==> src/rtl/rob_irq_pkg.sv <==
// Package: shared entry flag type for the interrupt-aware retirement unit.
// Assumes: the PC is stored beside the flags because its width is a parameter.
package rob_irq_pkg;
    typedef struct packed {
        logic valid;    // entry holds a live micro-op
        logic done;     // execution reported completion
        logic first;    // first micro-op of its instruction
        logic last;     // last micro-op of its instruction
        logic uc;       // uncacheable memory access
        logic started;  // uncacheable access has been granted
    } rob_flags_t;
endpackage

==> src/rtl/rob_entry_store.sv <==
// Module: circular entry storage with head/tail pointers carrying a wrap bit.
// Assumes: DEPTH is a power of two; allocation is never requested when full;
// on flush no retirement happens in the same cycle.
module rob_entry_store
    import rob_irq_pkg::*;
#(
    parameter int DEPTH = 8,
    parameter int PC_W  = 32,
    localparam int IDX_W = $clog2(DEPTH),
    localparam int PTR_W = IDX_W + 1
) (
    input  logic             clk,
    input  logic             rst_n,
    input  logic             alloc_en,
    input  logic             alloc_first,
    input  logic             alloc_last,
    input  logic             alloc_uc,
    input  logic [PC_W-1:0]  alloc_pc,
    input  logic             wb_en,
    input  logic [IDX_W-1:0] wb_idx,
    input  logic             start_en,
    input  logic [1:0]       ret_cnt,
    input  logic             flush,
    output rob_flags_t       h0_flags,
    output rob_flags_t       h1_flags,
    output logic [PC_W-1:0]  h0_pc,
    output logic [IDX_W-1:0] head_idx,
    output logic [IDX_W-1:0] tail_idx,
    output logic [PTR_W-1:0] occ,
    output logic             full,
    output logic             empty
);
    rob_flags_t            flags_q [DEPTH];
    logic [PC_W-1:0]       pc_q    [DEPTH];
    logic [PTR_W-1:0]      head_q, tail_q;
    logic [IDX_W-1:0]      h1_idx;

    assign head_idx = head_q[IDX_W-1:0];
    assign tail_idx = tail_q[IDX_W-1:0];
    assign h1_idx   = IDX_W'(head_idx + 1'b1);
    assign occ      = tail_q - head_q;
    assign full     = (occ == PTR_W'(DEPTH));
    assign empty    = (occ == '0);
    assign h0_flags = flags_q[head_idx];
    assign h1_flags = flags_q[h1_idx];
    assign h0_pc    = pc_q[head_idx];

    // Advance head by retired count; tail by allocation, or snap to head on flush.
    always_ff @(posedge clk) begin
        if (!rst_n) begin
            head_q <= '0;
            tail_q <= '0;
        end else begin
            head_q <= head_q + PTR_W'(ret_cnt);
            if (flush)         tail_q <= head_q;
            else if (alloc_en) tail_q <= tail_q + 1'b1;
        end
    end

    for (genvar g = 0; g < DEPTH; g++) begin : g_ent
        // Per-entry lifecycle: allocate, complete, start device access, retire, flush.
        always_ff @(posedge clk) begin
            if (!rst_n || flush) begin
                flags_q[g] <= '0;
            end else begin
                if (alloc_en && tail_idx == IDX_W'(g)) begin
                    flags_q[g] <= '{valid: 1'b1, done: 1'b0, first: alloc_first,
                                    last: alloc_last, uc: alloc_uc, started: 1'b0};
                end
                if (wb_en && wb_idx == IDX_W'(g) && flags_q[g].valid)
                    flags_q[g].done <= 1'b1;
                if (start_en && head_idx == IDX_W'(g))
                    flags_q[g].started <= 1'b1;
                if ((ret_cnt != 2'd0 && head_idx == IDX_W'(g)) ||
                    (ret_cnt == 2'd2 && h1_idx == IDX_W'(g)))
                    flags_q[g].valid <= 1'b0;
            end
        end

        // Capture the instruction PC on allocation.
        always_ff @(posedge clk) begin
            if (!rst_n)                                   pc_q[g] <= '0;
            else if (alloc_en && tail_idx == IDX_W'(g))   pc_q[g] <= alloc_pc;
        end
    end
endmodule

==> src/rtl/rob_retire_sel.sv <==
// Module: picks how many of the two oldest entries retire this cycle.
// Assumes: in-order; retirement stops at the first entry that is not done.
module rob_retire_sel
    import rob_irq_pkg::*;
(
    input  rob_flags_t h0_flags,
    input  rob_flags_t h1_flags,
    input  logic       block,
    output logic [1:0] ret_cnt,
    output logic       ret_last
);
    logic r0, r1;

    // Two-wide in-order selection from the head.
    always_comb begin
        r0       = h0_flags.valid && h0_flags.done && !block;
        r1       = r0 && h1_flags.valid && h1_flags.done;
        ret_cnt  = r1 ? 2'd2 : (r0 ? 2'd1 : 2'd0);
        ret_last = r1 ? h1_flags.last : h0_flags.last;
    end
endmodule

==> src/rtl/rob_irq_gate.sv <==
// Module: decides when a pending interrupt is taken.
// Assumes: taken only when no instruction is partly retired, no device access is
// in flight, and the head begins an instruction (or the buffer is empty).
module rob_irq_gate
    import rob_irq_pkg::*;
(
    input  logic       clk,
    input  logic       rst_n,
    input  logic       irq_req,
    input  logic       empty,
    input  rob_flags_t h0_flags,
    input  logic [1:0] ret_cnt,
    input  logic       ret_last,
    output logic       take
);
    logic mid_q;
    logic dev_busy;
    logic boundary;

    // Combinational recognition from the start-of-cycle state.
    always_comb begin
        dev_busy = h0_flags.valid && h0_flags.started;
        boundary = empty || (h0_flags.valid && h0_flags.first);
        take     = irq_req && !mid_q && !dev_busy && boundary;
    end

    // Track whether the youngest retired micro-op left its instruction open.
    always_ff @(posedge clk) begin
        if (!rst_n || take)        mid_q <= 1'b0;
        else if (ret_cnt != 2'd0)  mid_q <= !ret_last;
    end
endmodule

==> src/rtl/rob_irq_retire.sv <==
// Module: top of the interrupt-aware retirement unit; joins storage, retire
// selection and interrupt gating, and grants uncacheable accesses at the head.
// Assumes: one completion per cycle; interrupt source drops its request after ack.
module rob_irq_retire
    import rob_irq_pkg::*;
#(
    parameter int DEPTH = 8,
    parameter int PC_W  = 32,
    localparam int IDX_W = $clog2(DEPTH),
    localparam int PTR_W = IDX_W + 1
) (
    input  logic             clk,
    input  logic             rst_n,
    input  logic             alloc_valid,
    input  logic             alloc_first,
    input  logic             alloc_last,
    input  logic             alloc_uc,
    input  logic [PC_W-1:0]  alloc_pc,
    output logic             alloc_ready,
    output logic [IDX_W-1:0] alloc_tag,
    input  logic             wb_valid,
    input  logic [IDX_W-1:0] wb_tag,
    output logic             uc_grant,
    output logic [IDX_W-1:0] uc_grant_tag,
    output logic [1:0]       retire_cnt,
    output logic [IDX_W-1:0] ret_tag,
    input  logic             irq_req,
    output logic             irq_ack,
    input  logic [PC_W-1:0]  front_pc,
    output logic             flush,
    output logic [PC_W-1:0]  flush_pc
);
    rob_flags_t       h0_flags, h1_flags;
    logic [PC_W-1:0]  h0_pc;
    logic [IDX_W-1:0] head_idx, tail_idx;
    logic [PTR_W-1:0] occ;
    logic             full, empty, take, ret_last, alloc_en;

    // Edge handshakes and outputs, all masked by the flush decision.
    always_comb begin
        alloc_ready  = !full && !take;
        alloc_en     = alloc_valid && alloc_ready;
        alloc_tag    = tail_idx;
        uc_grant     = h0_flags.valid && h0_flags.uc && !h0_flags.started && !take;
        uc_grant_tag = head_idx;
        ret_tag      = head_idx;
        irq_ack      = take;
        flush        = take;
        flush_pc     = empty ? front_pc : h0_pc;
    end

    rob_entry_store #(.DEPTH(DEPTH), .PC_W(PC_W)) u_store (
        .clk(clk), .rst_n(rst_n),
        .alloc_en(alloc_en), .alloc_first(alloc_first), .alloc_last(alloc_last),
        .alloc_uc(alloc_uc), .alloc_pc(alloc_pc),
        .wb_en(wb_valid && !take), .wb_idx(wb_tag),
        .start_en(uc_grant), .ret_cnt(retire_cnt), .flush(take),
        .h0_flags(h0_flags), .h1_flags(h1_flags), .h0_pc(h0_pc),
        .head_idx(head_idx), .tail_idx(tail_idx), .occ(occ),
        .full(full), .empty(empty)
    );

    rob_retire_sel u_sel (
        .h0_flags(h0_flags), .h1_flags(h1_flags), .block(take),
        .ret_cnt(retire_cnt), .ret_last(ret_last)
    );

    rob_irq_gate u_gate (
        .clk(clk), .rst_n(rst_n), .irq_req(irq_req), .empty(empty),
        .h0_flags(h0_flags), .ret_cnt(retire_cnt), .ret_last(ret_last),
        .take(take)
    );
endmodule

==> config.mk <==
export PLATFORM = sky130hd
export DESIGN_NAME = rob_irq_retire
export DESIGN_NICKNAME = d
export VERILOG_FILES = /design/src/rtl/rob_irq_pkg.sv /design/src/rtl/rob_entry_store.sv /design/src/rtl/rob_retire_sel.sv /design/src/rtl/rob_irq_gate.sv /design/src/rtl/rob_irq_retire.sv
export SDC_FILE = /design/constraint.sdc
export NUM_CORES = 1
export LEC_CHECK = 0
export BUFFER_PORTS_ARGS = -buffer_cell sky130_fd_sc_hd__buf_2
export CAP_MARGIN = 5
export CORE_ASPECT_RATIO = 0.9
export CORE_MARGIN = 3
export CORE_UTILIZATION = 48
export CTS_BUF_LIST = sky130_fd_sc_hd__clkbuf_16
export CTS_CLUSTER_SIZE = 12
export DETAILED_ROUTE_END_ITERATION = 10
export PLACE_DENSITY_LB_ADDON = 0.25
export SYNTH_ARGS = -nofsm -noshare
export SYNTH_HDL_FRONTEND = slang
export SYNTH_SLANG_ARGS = --single-unit
==> constraint.sdc <==
create_clock -name clk -period 12.5 [get_ports clk]
set_clock_uncertainty 0.2 [all_clocks]
set_input_delay 0.625 -clock clk [delete_from_list [all_inputs] [get_ports clk]]
set_output_delay 0.625 -clock clk [all_outputs]
set_load 0.03 [all_outputs]
After elaboration in Yosys (flattened, before gate mapping)

Memories as Yosys holds them, arrays and structs flattened. A register that Yosys moved wholly into a read port is not among the register bits.
Index checks and enable logic that the tools add are counted.

Eq/ne operators: 30
Bitwise operators: 40
Muxes and demuxes: 163
Add/sub/neg operators: 4
Reductions and logical operators: 87

Operator list:

| operator            | count |
|---|---|
| $mux 32             | 9 |
| $mux 1              | 141 |
| $logic_and 1x1->1   | 63 |
| $eq 3x3->1 const B  | 16 |
| $mux 6              | 8 |
| $or 1x1->1          | 40 |
| $eq 3x2->1 const B  | 8 |
| $eq 3x1->1 const B  | 4 |
| $logic_not 3->1     | 4 |
| $logic_or 1x1->1    | 10 |
| $mux 4              | 2 |
| $logic_not 1->1     | 7 |
| $mux 3              | 2 |
| $add 4x1->4 const B | 1 |
| $add 4x2->4         | 1 |
| $eq 4x4->1 const B  | 1 |
| $logic_not 4->1     | 1 |
| $reduce_bool 2->1   | 2 |
| $sub 4x4->4         | 1 |
| $add 3x1->3 const B | 1 |
| $eq 2x2->1 const B  | 1 |
| $mux 2              | 1 |

Flip-flop bits (word level): 9
Memories: 2
Input bits: 75
Output and inout port bits: 47
Word-level logic and storage cells: 329
Bits in writable memories: 304

Memories:

| memory          | depth | width | rd ports | clocked after memory_dff | wr ports | line                  | text |
|---|---|---|---|---|---|---|---|
| u_store.pc_q    | 8     | 32    | 1        | 1                        | 8        | rob_entry_store.sv:34 | `logic [PC_W-1:0] pc_q [DEPTH];` |
| u_store.flags_q | 8     | 6     | 10       | 1                        | 8        | rob_entry_store.sv:33 | `rob_flags_t flags_q [DEPTH];` |

Longest topological paths before layout

Depth after elaboration: 16
Mapped depth: 16
Depth with buffers taken out: 13

Hierarchy

Synthesis repeated with hierarchy kept, for this count alone.

Cell total of the unflattened synthesis: 1133
Area, all modules: 15816.4 um^2

Modules (own cells, without submodules):

| module          | cells an instance | area an instance (um^2) | times used | seq. area each (um^2) |
|---|---|---|---|---|
| rob_entry_store | 1076              | 15093.2                 | 1          | 9288.9 |
| rob_irq_retire  | 44                | 601.8                   | 1          | 0.0 |
| rob_irq_gate    | 7                 | 61.3                    | 1          | 20.0 |
| rob_retire_sel  | 6                 | 60.1                    | 1          | 0.0 |

Least setup slack after synthesis

No wires, ideal clock.

Path type: flip-flop to flip-flop
From: register u_store.head_q[1]
To: memory u_store.pc_q[7][0], enable pin
Setup slack: 6.709 ns
Arrival: 5.125 ns
Required time: 11.834 ns
Stages on the path, launching flop included: 12
Library setup time: 0.466 ns
Clock period less this slack: 5.791 ns
Path buffers: 2
Cells stage by stage: dfxtp_1 -> buf_6 -> clkinv_1 -> clkbuf_1 -> ha_1 -> and3b_1 -> or3_1 -> nand2_1 -> o21ai_1 -> nand2_1 -> clkinv_1 -> o21ai_0

RTL lines:

| item                   | line                  | text |
|---|---|---|
| from (decl)            | rob_entry_store.sv:35 | `logic [PTR_W-1:0] head_q, tail_q;` |
| from (signal assigned) | rob_entry_store.sv:54 | `head_q <= head_q + PTR_W'(ret_cnt);` |
| to (decl)              | rob_entry_store.sv:34 |  |

Worst setup path after layout

From: register u_store.head_q[1]
To: output alloc_ready

Longest elaborated chain between the ends: 6
Elaborated cells on any way between the ends: 8
Those cells by class: add/sub (1); eq/ne (1); reduce/logical (6)

RTL lines:

| item                  | line                  | text |
|---|---|---|
| $sub 4x4->4 (*)       | rob_entry_store.sv:41 | `assign occ = tail_q - head_q;` |
| $logic_not 4->1       | rob_entry_store.sv:43 | `assign empty = (occ == '0);` |
| $logic_or 1x1->1      | rob_irq_gate.sv:23    | `boundary = empty \|\| (h0_flags.valid && h0_flags.first);` |
| $logic_and 1x1->1     | rob_irq_gate.sv:24    | `take = irq_req && !mid_q && !dev_busy && boundary;` |
| $logic_not 1->1       | rob_irq_retire.sv:41  | `alloc_ready = !full && !take;` |
| $logic_and 1x1->1 (*) | rob_irq_retire.sv:41  |  |
| to (decl)             | rob_irq_retire.sv:19  | `output logic alloc_ready,` |

Mark *: on every way between the ends. The rest lies on a longest branch, timed or not.

==> impl_metrics.json <==
{
  "ys_ff_latch": 313,
  "hold_violations": 0,
  "finalPower_mw": 3.92,
  "critPathRequiredTime_ns": 11.68,
  "end_kind": "output port",
  "ys.flop_type": "edfxtp_1",
  "grt.total_usage_pct": 22.9,
  "hold_path_class": "primary input to register",
  "hpwl_mm": 23.7,
  "cts_root_buffer": "clkbuf_16",
  "die_w_um": 194,
  "cp_max_fo": 32,
  "start_kind": "register",
  "critPathMaxStageDelay_ns": 0.62,
  "cts_resized": 0,
  "diodes": 0,
  "drtPass1Iterations": 5,
  "nets": 1427,
  "wl_mm": 38.9,
  "syn_inst": 1249,
  "cap_violations": 0,
  "fin_crit_ns": 5.45,
  "synth_cell_type_count": 51,
  "grt_use_met2_pct": 36.5,
  "coreArea_um2": 31100,
  "io_buffers": 121,
  "use_met1_pct": 33.1,
  "clk-insertion-delay-late_ns": 0.51,
  "hold_buffers": 0,
  "placed_cell_area_um2": 16300,
  "netlist_area_um2": 15300,
  "crit_family": "buffers and inverters",
  "drive_above_1_share_pct": 21.5,
  "synth_seq_area_share_pct": 60.8,
  "synth_nets": 1343,
  "grt_max_degree": 97,
  "ys.warnings.count": 0,
  "ant_nets": 0,
  "htreeDepth": 2,
  "async_reset_ff_share_pct": 0,
  "post-cts-setup-buffers": 0,
  "gr-total-overflow": 0,
  "slew_headroom_pct": 23.0,
  "rsz0062_at_grt": "false",
  "crit_buf_inv": 4,
  "initial_core_util_pct": 49.1,
  "num_vias": 10400,
  "drt_iter0_markers": 933,
  "whs_ns": 0.260,
  "synth_edf_count": 304,
  "yosys.area.top_type": "edfxtp_1",
  "globalplace.congestion": 0.844,
  "cp.arrival_ns": 4.62,
  "grtUsageMet3_pct": 3.55,
  "cts_buffers": 35,
  "clkSinkCount": 313,
  "worstMarginPinSlew_ns": 1.15,
  "cts_tree": "built",
  "io_pins": 122,
  "min_period_over_period_pct": 43.6,
  "crit_chain": "buf_4 > clkinv_1 > ha_1 > and3b_1 > or3_1 > nand2_1 > o21ai_1 > nand2_1 > clkinv_1 > nor2_1 > buf_2",
  "dieArea_um2": 34100,
  "drc": 0,
  "ys_top_cells_by_count": "edfxtp_1 (304), nor2_1 (264), nand2_1 (211)",
  "cp_slowest_cell": "dfxtp_2",
  "core.rowCount": 61,
  "leakage_nw": 6.23,
  "finalSetupViolCount": 0,
  "final_cell_area_um2": 17300,
  "synth.top_cell.area_share_pct": 59.7,
  "antenna_found_initial": 0,
  "dp.cells": 1705,
  "status": "finished clean",
  "vias_per_cell": 5.88,
  "fin_cells": 1764,
  "die_y_um": 175,
  "setup_tns_ns": 0,
  "syn2layout_area_growth_pct": 12.9,
  "cellPowerDensity_nw_per_um2": 227,
  "top_usage_layer": "met2",
  "ir_worst_vdd_mv": 0.162,
  "syn-mean-instance-area_um2": 12.2,
  "cts_buffer_depth": 3,
  "grt_pass1_wl_mm": 60.7,
  "synthTopCellsByArea": "edfxtp_1 (60%), mux4_2 (11%), nor2_1 (6.5%)",
  "wl_per_cell_um": 22.1,
  "grt_pass1_vias": 10400,
  "fmax_mhz": 184,
  "finalMaxSlewViolations": 0,
  "timing_worst_setup_path_type": "register to output port",
  "yosys.cell_count.top_type": "edfxtp_1",
  "cts.clk_slew.worst_paths_ns": 0.06
}
sequential cells by signal, indices dropped and copies added, names as in the netlist:
register,flops
u_store.head_q,4
u_store.tail_q,4
u_store.pc_q,256
u_store.flags_q,48
u_gate.mid_q,1
placed cells by master (no fill, tap or decap), types with 5 or more instances in the layout:
cell type	Yosys	layout
nand3_1	32	32
nor2_1	264	264
o21ai_4	0	8
clkbuf_16	0	36
nor3_1	12	12
ha_1	18	15
buf_4	11	20
and2_1	73	73
dfxtp_1	9	6
o211ai_1	6	6
mux4_1	5	5
buf_2	23	121
clkinv_1	5	12
a31oi_1	33	33
edfxtp_1	304	304
mux2i_1	7	7
o21ai_0	13	5
mux4_2	75	75
nand2_1	211	210
a21oi_1	11	10
nand3b_1	6	6
or2_2	5	5
nor2b_1	11	11
inv_1	6	16
area by class of cell:
cell class / count / area [um2]
fill: 2630 / 13900
sequential: 313 / 9320
multi-input combinational: 831 / 5640
clock buffer: 36 / 901
timing repair buffer: 141 / 756
tap: 409 / 512
clock inverter: 23 / 109
inverter: 11 / 41.3
cells by family (layout without fill, tap and decap cells):
family | count (synthesis) | count (layout) | synth area share (%)
AO/OA/AOI/OAI | 86 | 86 | 3.75
XOR/XNOR | 6 | 6 | 0.343
adder cells (fa/ha/maj) | 19 | 19 | 1.60
buffers and inverters | 105 | 211 | 3.13
flip-flops | 313 | 313 | 60.8
multiplexers | 89 | 89 | 12.5
AND/OR/NAND/NOR | 631 | 631 | 17.8
per-layer routing:
| metal | wire, um | vias to the layer above |
|---|---|---|
| li1 | - | 4655 |
| met1 | 16500 | 5172 |
| met2 | 18200 | 485 |
| met3 | 3160 | 69 |
| met4 | 1020 | 0 |
| met5 | 0 | - |
per-stage QoR:
stage	worst slack [ns]	utilization, %
6_report	7.05	55.5
5_1_grt	6.74	55.5
4_1_cts	7.02	55.5
3_5_place_dp	7.29	52.2
3_3_place_gp	7.42	52.2
2_1_floorplan	6.71	-
final timing paths:
check                    startpoint                  end  slack [ns]  cells past startpoint
setup / recovery  u_store.head_q[1]          alloc_ready        7.05                     11
hold / removal         alloc_pc[15]  u_store.pc_q[7][15]        0.26                      2
setup reg to reg  u_store.head_q[1]  u_store.pc_q[7][30]        7.24                     11
hold reg to reg        u_gate.mid_q         u_gate.mid_q        0.39                      3
report_power, final:
part           switching [mW]  total, mW  internal (mW)  leakage, nW
registers              0.0913       1.46           1.37         3.25
clock network           0.399      0.918          0.519        0.535
logic                    1.09       1.55          0.459         2.45
(Power assumes the default switching activity.)
